<file path="src/rtl/prg_bank_pkg.sv">
package prg_bank_pkg;
  localparam int unsigned PRG_DW    = 8;
  localparam int unsigned PRG_HI_W  = 4;
  localparam int unsigned PRG_BANK_W = PRG_DW + PRG_HI_W;
  localparam int unsigned PRG_WIN_N = 4;

  localparam logic [11:0] EXT_PAGE    = 12'h410;
  localparam logic [7:0]  BASE_MASK   = 8'h3F;
  localparam logic [7:0]  FULL_MASK   = 8'hFF;
  localparam logic [7:0]  PENULT_BANK = 8'hFE;
  localparam logic [7:0]  LAST_BANK   = 8'hFF;
  localparam logic [7:0]  CMD_KEEP    = 8'h38;

  typedef logic [PRG_DW-1:0] prg_byte_t;

  typedef struct packed {
    prg_byte_t blk;     // offset 0x0
    prg_byte_t cmd;     // offset 0x5 / command port
    prg_byte_t src_a;   // offset 0x7
    prg_byte_t src_b;   // offset 0x8
    prg_byte_t src_c;   // offset 0x9
    prg_byte_t hi_fix;  // offset 0xA
    prg_byte_t cfg;     // offset 0xB
  } prg_regs_t;

  typedef enum logic [3:0] {
    OFF_BLK  = 4'h0,
    OFF_CMD  = 4'h5,
    OFF_SRCA = 4'h7,
    OFF_SRCB = 4'h8,
    OFF_SRCC = 4'h9,
    OFF_HFIX = 4'hA,
    OFF_CFG  = 4'hB
  } ext_off_e;
endpackage

</file>
<file path="src/rtl/prg_reg_file.sv">
module prg_reg_file
  import prg_bank_pkg::*;
#(
  parameter int unsigned ADDR_W = 16
) (
  input  logic              clk_i,
  input  logic              rst_ni,
  input  logic              wr_en_i,
  input  logic [ADDR_W-1:0] wr_addr_i,
  input  prg_byte_t         wr_data_i,
  output prg_regs_t         regs_o
);
  localparam int unsigned PAGE_LSB = 4;

  prg_regs_t regs_q;
  logic      ext_hit, cmd_hit, dat_hit;
  logic [3:0] off;

  assign off     = wr_addr_i[3:0];
  assign ext_hit = wr_en_i && (wr_addr_i[ADDR_W-1:PAGE_LSB] == EXT_PAGE);
  // mask 0xE001: bit 15 set, bits 14:13 zero, bit 0 picks port
  assign cmd_hit = wr_en_i && wr_addr_i[ADDR_W-1] && (wr_addr_i[ADDR_W-2:ADDR_W-3] == 2'b00)
                   && !wr_addr_i[0];
  assign dat_hit = wr_en_i && wr_addr_i[ADDR_W-1] && (wr_addr_i[ADDR_W-2:ADDR_W-3] == 2'b00)
                   && wr_addr_i[0];

  always_ff @(posedge clk_i or negedge rst_ni) begin
    if (!rst_ni) begin
      regs_q <= '0;
    end else if (ext_hit) begin
      case (off)
        OFF_BLK:  regs_q.blk    <= wr_data_i;
        OFF_CMD:  regs_q.cmd    <= wr_data_i;
        OFF_SRCA: regs_q.src_a  <= wr_data_i;
        OFF_SRCB: regs_q.src_b  <= wr_data_i;
        OFF_SRCC: regs_q.src_c  <= wr_data_i;
        OFF_HFIX: regs_q.hi_fix <= wr_data_i;
        OFF_CFG:  regs_q.cfg    <= wr_data_i;
        default:  ; // IRQ, mirror and unused offsets
      endcase
    end else if (cmd_hit) begin
      regs_q.cmd <= (regs_q.cmd & CMD_KEEP) | (wr_data_i & ~CMD_KEEP);
    end else if (dat_hit) begin
      case (regs_q.cmd[2:0])
        3'd6:    regs_q.src_a <= wr_data_i;
        3'd7:    regs_q.src_b <= wr_data_i;
        default: ; // pattern-table selects live elsewhere
      endcase
    end
  end

  assign regs_o = regs_q;
endmodule

</file>
<file path="src/rtl/prg_mask_gen.sv">
module prg_mask_gen
  import prg_bank_pkg::*;
(
  input  logic [2:0]          mode_i,
  input  logic [PRG_HI_W-1:0] blk_hi_i,
  input  prg_byte_t           hi_fix_i,
  output prg_byte_t           mask_o,
  output logic [PRG_BANK_W-1:0] outer_o
);
  always_comb begin
    if (mode_i == 3'd7) mask_o = FULL_MASK;
    else                mask_o = BASE_MASK >> mode_i;
  end

  assign outer_o = {blk_hi_i, hi_fix_i & ~mask_o};
endmodule

</file>
<file path="src/rtl/prg_window_sel.sv">
module prg_window_sel
  import prg_bank_pkg::*;
(
  input  prg_byte_t             src_a_i,
  input  prg_byte_t             src_b_i,
  input  prg_byte_t             src_c_i,
  input  logic                  c_sel_i,
  input  logic                  swap_i,
  input  prg_byte_t             mask_i,
  input  logic [PRG_BANK_W-1:0] outer_i,
  input  logic [1:0]            win_i,
  output logic [PRG_BANK_W-1:0] bank_o
);
  prg_byte_t             src [PRG_WIN_N];
  logic [PRG_BANK_W-1:0] bank_w [PRG_WIN_N];

  assign src[0] = src_a_i;
  assign src[1] = src_b_i;
  assign src[2] = c_sel_i ? src_c_i : PENULT_BANK;
  assign src[3] = LAST_BANK;

  for (genvar w = 0; w < PRG_WIN_N; w++) begin : g_win
    // even windows trade places under swap, odd windows stay
    localparam int unsigned PEER = (w % 2 == 0) ? (w ^ 2) : w;
    prg_byte_t inner;
    assign inner     = swap_i ? src[PEER] : src[w];
    assign bank_w[w] = outer_i | {{PRG_HI_W{1'b0}}, inner & mask_i};
  end

  assign bank_o = bank_w[win_i];
endmodule

</file>
<file path="src/rtl/prg_bank_gen.sv">
module prg_bank_gen
  import prg_bank_pkg::*;
#(
  parameter int unsigned ADDR_W = 16,
  parameter int unsigned BANK_W = PRG_BANK_W
) (
  input  logic              clk_i,
  input  logic              rst_ni,
  input  logic              wr_en_i,
  input  logic [ADDR_W-1:0] wr_addr_i,
  input  logic [7:0]        wr_data_i,
  input  logic [ADDR_W-1:0] cpu_addr_i,
  output logic [BANK_W-1:0] bank_o
);
  localparam int unsigned WIN_LSB = 13;

  prg_regs_t             regs_w;
  prg_byte_t             mask_w;
  logic [PRG_BANK_W-1:0] outer_w;
  logic [2:0]            mode_w;
  logic [PRG_HI_W-1:0]   blk_hi_w;
  prg_byte_t             hi_fix_w;
  logic [PRG_BANK_W-1:0] bank_w;

  prg_reg_file #(.ADDR_W(ADDR_W)) u_regs (
    .clk_i     (clk_i),
    .rst_ni    (rst_ni),
    .wr_en_i   (wr_en_i),
    .wr_addr_i (wr_addr_i),
    .wr_data_i (wr_data_i),
    .regs_o    (regs_w)
  );

  assign mode_w   = regs_w.cfg[2:0];
  assign blk_hi_w = regs_w.blk[PRG_DW-1 -: PRG_HI_W];
  assign hi_fix_w = regs_w.hi_fix;

  prg_mask_gen u_mask (
    .mode_i   (mode_w),
    .blk_hi_i (blk_hi_w),
    .hi_fix_i (hi_fix_w),
    .mask_o   (mask_w),
    .outer_o  (outer_w)
  );

  prg_window_sel u_win (
    .src_a_i (regs_w.src_a),
    .src_b_i (regs_w.src_b),
    .src_c_i (regs_w.src_c),
    .c_sel_i (regs_w.cfg[6]),
    .swap_i  (regs_w.cmd[6]),
    .mask_i  (mask_w),
    .outer_i (outer_w),
    .win_i   (cpu_addr_i[WIN_LSB+1:WIN_LSB]),
    .bank_o  (bank_w)
  );

  assign bank_o = BANK_W'(bank_w);
endmodule

</file>
<file path="config.mk">
export PLATFORM = sky130hd
export DESIGN_NAME = prg_bank_gen
export DESIGN_NICKNAME = d
export VERILOG_FILES = /design/src/rtl/prg_bank_pkg.sv /design/src/rtl/prg_reg_file.sv /design/src/rtl/prg_mask_gen.sv /design/src/rtl/prg_window_sel.sv /design/src/rtl/prg_bank_gen.sv
export SDC_FILE = /design/constraint.sdc
export NUM_CORES = 1
export LEC_CHECK = 0
export ABC_AREA = 1
export BUFFER_PORTS_ARGS = -buffer_cell sky130_fd_sc_hd__clkbuf_2
export CORE_AREA = 2 2 75 77
export CTS_CLUSTER_SIZE = 8
export DETAILED_ROUTE_END_ITERATION = 6
export DIE_AREA = 0 0 77 79
export HOLD_SLACK_MARGIN = 0.15
export PLACE_DENSITY = 0.88
export SYNTH_ARGS = -nofsm -noshare
export SYNTH_HDL_FRONTEND = slang
export SYNTH_HIERARCHICAL = 1
export SYNTH_SLANG_ARGS = --single-unit
</file>
<file path="constraint.sdc">
create_clock -name clk_i -period 3.4 [get_ports clk_i]
set_input_delay 0.51 -clock clk_i [delete_from_list [all_inputs] [get_ports clk_i]]
set_output_delay 0.51 -clock clk_i [all_outputs]
set_load 0.05 [all_outputs]
</file>
# Yosys cells after proc, flatten, opt, wreduce, memory -nomap -nowiden
# Index checks and enable logic that the tools add are counted.
# Widths: inputs -> output; s select.
dict set report classes {
  addsub 0
  multipliers 0
  n_div 0
  order_cmp 1
  n_eq_ne 14
  n_shift 1
  n_mux 16
  bitwise_logic 11
  reduce_logical 19
}
# operator n
set ops {}
lappend ops {{$mux 8} 8}
lappend ops {{$or 12x8->12} 4}
lappend ops {{$and 8x8->8} 4}
lappend ops {{$mux 16} 2}
lappend ops {{$bmux 12 s2} 1}
lappend ops {{$mux 12} 2}
lappend ops {{$mux 23} 1}
lappend ops {{$eq 4x4->1 const B} 4}
lappend ops {{$mux 7} 2}
lappend ops {{$eq 12x11->1 const B} 1}
lappend ops {{$reduce_and 2->1} 5}
lappend ops {{$eq 3x3->1 const B} 3}
lappend ops {{$eq 4x3->1 const B} 2}
lappend ops {{$not 8->8} 1}
lappend ops {{$reduce_and 4->1} 2}
lappend ops {{$reduce_bool 2->1} 4}
lappend ops {{$shr 6x3->8 const A} 1}
lappend ops {{$or 6x7->7} 1}
lappend ops {{$ne 2x2->1 const B} 3}
lappend ops {{$logic_and 1x1->1} 5}
lappend ops {{$logic_not 4->1} 1}
lappend ops {{$ge 3x3->1 const B} 1}
lappend ops {{$not 2->3} 1}
lappend ops {{$logic_not 2->1} 1}
lappend ops {{other kinds (2)} 2}
dict set report word_totals {
  register_bits 54
  latch_bits 0
  ramBits 0
  romBits 0
  input_bits 43
  output_inout_bits 12
  elab_cells 69
  n_memories 0
}

# Logic depth before layout (Yosys ltp)
dict set report logic_depth {
  ltp_word 8
  ltp_mapped 9
}

# By module
# The synthesis kept the hierarchy.
# module instances cells_per_inst area_per_inst_um2 seq_area_each_um2
set modules_own_cells {}
lappend modules_own_cells {prg_reg_file 1 299 2542.4 1401.3}
lappend modules_own_cells {prg_window_sel 1 81 402.9 0.0}
lappend modules_own_cells {prg_mask_gen 1 35 183.9 0.0}

# Least setup slack after synthesis
# No wires, ideal clock.
dict set report synth_timing {
  kind {input-to-output}
  startpoint {in cpu_addr_i[14]}
  endpoint {out bank_o[5]}
  arrival_time_ns 1.277
  path_slack_ns 1.613
  stages 7
  n_path_buf 0
  path_cell_list {inv_2 -> nand2_4 -> nand2_4 -> nand3_1 -> nand3_1 -> nand2_1 -> nand2_1}
}
dict set report synth_between {
  elab_chain_cells 4
}
# item line_no
set synth_lines {}
lappend synth_lines {{start, declared} prg_bank_gen.sv:12} ;# input logic [ADDR_W-1:0] cpu_addr_i,
lappend synth_lines {{$not 2->3 (implied by the code)} prg_window_sel.sv:30} ;# assign bank_o = bank_w[win_i];
lappend synth_lines {{$bmux 12 s2} prg_window_sel.sv:30}
lappend synth_lines {{$mux 12 (implied by the code) (2 in a row)} prg_window_sel.sv:30}
lappend synth_lines {{end, declared} prg_bank_gen.sv:13} ;# output logic [BANK_W-1:0] bank_o
# No other way between the ends. The select of a mux whose other input is x is not followed.

# Final worst setup path
dict set report layout_timing {
  startpoint {reg u_regs.regs_q (netlist bit u_regs/regs_o[2])}
  endpoint {out bank_o[4]}
}
dict set report layout_between {
  elab_chain_cells 8
}
# item line_no
set layout_lines {}
lappend layout_lines {{start, declared} prg_reg_file.sv:15} ;# prg_regs_t regs_q;
lappend layout_lines {{$shr 6x3->8 or $eq 3x3->1 (tied branches)} {prg_mask_gen.sv:12, prg_mask_gen.sv:11}}
lappend layout_lines {{$mux 8 *} prg_mask_gen.sv:11} ;# if (mode_i == 3'd7) mask_o = FULL_MASK;
lappend layout_lines {{net mask_w[4]} prg_bank_gen.sv:18} ;# prg_byte_t mask_w;
lappend layout_lines {{$not 8->8} prg_mask_gen.sv:15} ;# assign outer_o = {blk_hi_i, hi_fix_i & ~mask_o};
lappend layout_lines {{$and 8x8->8} prg_mask_gen.sv:15}
lappend layout_lines {{$or 12x8->12} prg_window_sel.sv:27} ;# assign bank_w[w] = outer_i | {{PRG_HI_W{1'b0}}, inner & mask_i};
lappend layout_lines {{$bmux 12 s2 *} prg_window_sel.sv:30}
lappend layout_lines {{$mux 12 (implied by the code) * (2 in a row)} prg_window_sel.sv:30}
# The timed path passes the listed nets; every way through them passes the cells marked *. The select of a mux whose other input is x is not followed.

==> impl_metrics.toml <==
[worst_setup_path]
start_kind = "register"
cp.required_ns = 2.89
reg2reg_slack_ns = 2.04
arrival_ns = 1.70
criticalPathCategory = "register to output port"
cp_max_fo = 6
rr_worst_depth = 5
critical_path.most_common_cell = "nand2_1"
crit_slowest_cell = "dfrtp_1"
worstPathCellList = "nand3_2 > nand2_2 > o21ai_0 > inv_2 > nand2_1 > nand2_1 > clkbuf_2"
end_kind = "output port"
critPathMaxStageDelay_ns = 0.47
rr_endpoint = "u_regs/regs_o[34]"
rr_startpoint = "u_regs/regs_o[40]"

[floorplan]
start_util_pct = 50.7
pin_count = 55
dieArea_mm2 = 0.00608
die_x_um = 77
chipHeight_um = 79
fp-row-count = 27
core_area_mm2 = 0.00534

[finish]
finalNetCount = 453
drive_gt1_share_pct = 22.2
antenna_cells = 0
area_growth_pct = 8.83
final_cells = 482
final_area_mm2 = 0.00294
largest_reg_flops = 44

[grt]
grt-ovfl-total = 0
grt_pass1_wl_um = 9980
antenna_found_initial = 0
grt_start_max_net_pins = 45
grt_pass1_vias = 2222
grt_use_total_pct = 20.8

[sta]
finalSetupTns_ns = 0
fmax_mhz = 452
setup_viol = 0
hold_viol = 0
timing.final.crit_period_ns = 2.21
post-route-period-util_pct = 65.1
finClkSkew_ns = 0.00523
worstMarginPinSlew_ns = 1.12
relSlewSlack_pct = 25.5
timing.hold.ws_ns = 0.424
rsz0062_at_grt = "no"
setup_ws_ns = 1.19
slew_viol_final = 0

[power]
p_int_uw = 735
comb_power_share_pct = 16.8
p_leak_uw = 0.00164
seqPwrFrac_pct = 53.6
switching_share_pct = 29.1
p_switching_uw = 301
vdd_drop_max_mv = 0.197
powerDensity_mw_per_mm2 = 352
power_frac_clock_pct = 29.7

[detailed_routing]
vias_per_cell = 5.02
ant_nets = 0
routedWlPerCell_um = 12.4
drc = 0
drt_iter0_markers = 212
vias = 2422
drt_pass1_iterations = 4
wl_um = 6000

[logic_synthesis]
synth_nets = 421
synth_cells = 378
yosysWarnings = 6
avgSynthCellArea_um2 = 7.16
syn_area_mm2 = 0.00271

[cts]
cts_tree = "done"
cts_buffers = 5
cts-root-buf = "clkbuf_8"
clock-sinks = 44
clk_pin_slew_ns = 0.08
hold_buffers = 0
post_cts_resized = 0
clockBufferDepth = 2
htree_levels = 2
worstSkewPairLatency_ns = 0.30
cts_setup_buffers = 0

[place]
placed_area_mm2 = 0.00287
dpl.hpwl_um = 4580
dpl_worst_slack_ns = 1.37
port_buffers = 40
gp_congestion = 0.870
dp.cells = 475

[worst_hold_path]
hp-class = "input pin to asynchronous set/reset pin"

[run_status]
outcome = "finished clean"

[run]
max-cap-violations = 0
-- power groups by stage --
stage,clock network (uW),registers [uW],logic [uW]
finish,308,555,174
global route,340,557,196
CTS,318,555,174
detailed placement,0,566,173
global placement,0,565,167
floorplan,0,561,113
-- stage by stage --
stage | util [%] | total power [uW]
finish | 55.2 | 1040
global route | 55.2 | 1090
CTS | 55.2 | 1050
detailed placement | 53.7 | 739
global placement | 53.7 | 732
floorplan | - | 674
-- worst max path at each step --
| stage | startpoint | to | slack, ns | cells past startpoint |
|---|---|---|---|---|
| after floorplan | cpu_addr_i[14] | bank_o[5] | 1.61 | 7 |
| after global placement | cpu_addr_i[14] | bank_o[0] | 1.41 | 9 |
| after detailed placement | cpu_addr_i[14] | bank_o[6] | 1.37 | 9 |
| after CTS | u_regs/regs_o[46] | bank_o[2] | 1.20 | 9 |
| after global routing | u_regs/regs_o[46] | bank_o[6] | 1.06 | 8 |
| final | u_regs/regs_o[2] | bank_o[4] | 1.19 | 7 |
-- layout by cell type (no fill, tap or decap), types with 8 or more instances in the layout --
| master | n |
|---|---|
| clkbuf_2 | 40 |
| dfrtp_1 | 44 |
| inv_1 | 73 |
| inv_2 | 8 |
| nand2_1 | 106 |
| nand2_2 | 12 |
| nand3_1 | 34 |
| nor2_1 | 17 |
| o21ai_0 | 20 |
| o21ai_1 | 12 |
-- cell type report --
class                           instances  area, um^2
Sequential cell                        44        1100
Inverter                               83         330
Tap cell                               72        90.1
Clock inverter                          1        5.00
Clock buffer                            6        72.6
Fill cell                             536        2390
Multi-Input combinational cell        236        1140
Timing Repair Buffer                   40         200
-- critical path, delay by kind of cell (launching register included) --
| family | cells | cell delay, ns |
|---|---|---|
| buf+inv | 2 | 0.34 |
| simple gates | 4 | 0.49 |
| compound gates | 1 | 0.12 |
| flops | 1 | 0.47 |
-- routing by layer --
| metal | vias up | global-route usage (%) | part of all wire, % |
|---|---|---|---|
| met4 | 0 | 10.5 | 2.5 |
| met3 | 14 | 3.75 | 5.3 |
| li1 | 1203 | - | - |
| met2 | 90 | 35.0 | 49 |
| met5 | - | 0 | 0 |
| met1 | 1115 | 25.8 | 44 |
Note: power is estimated with default switching activity, not from simulation.
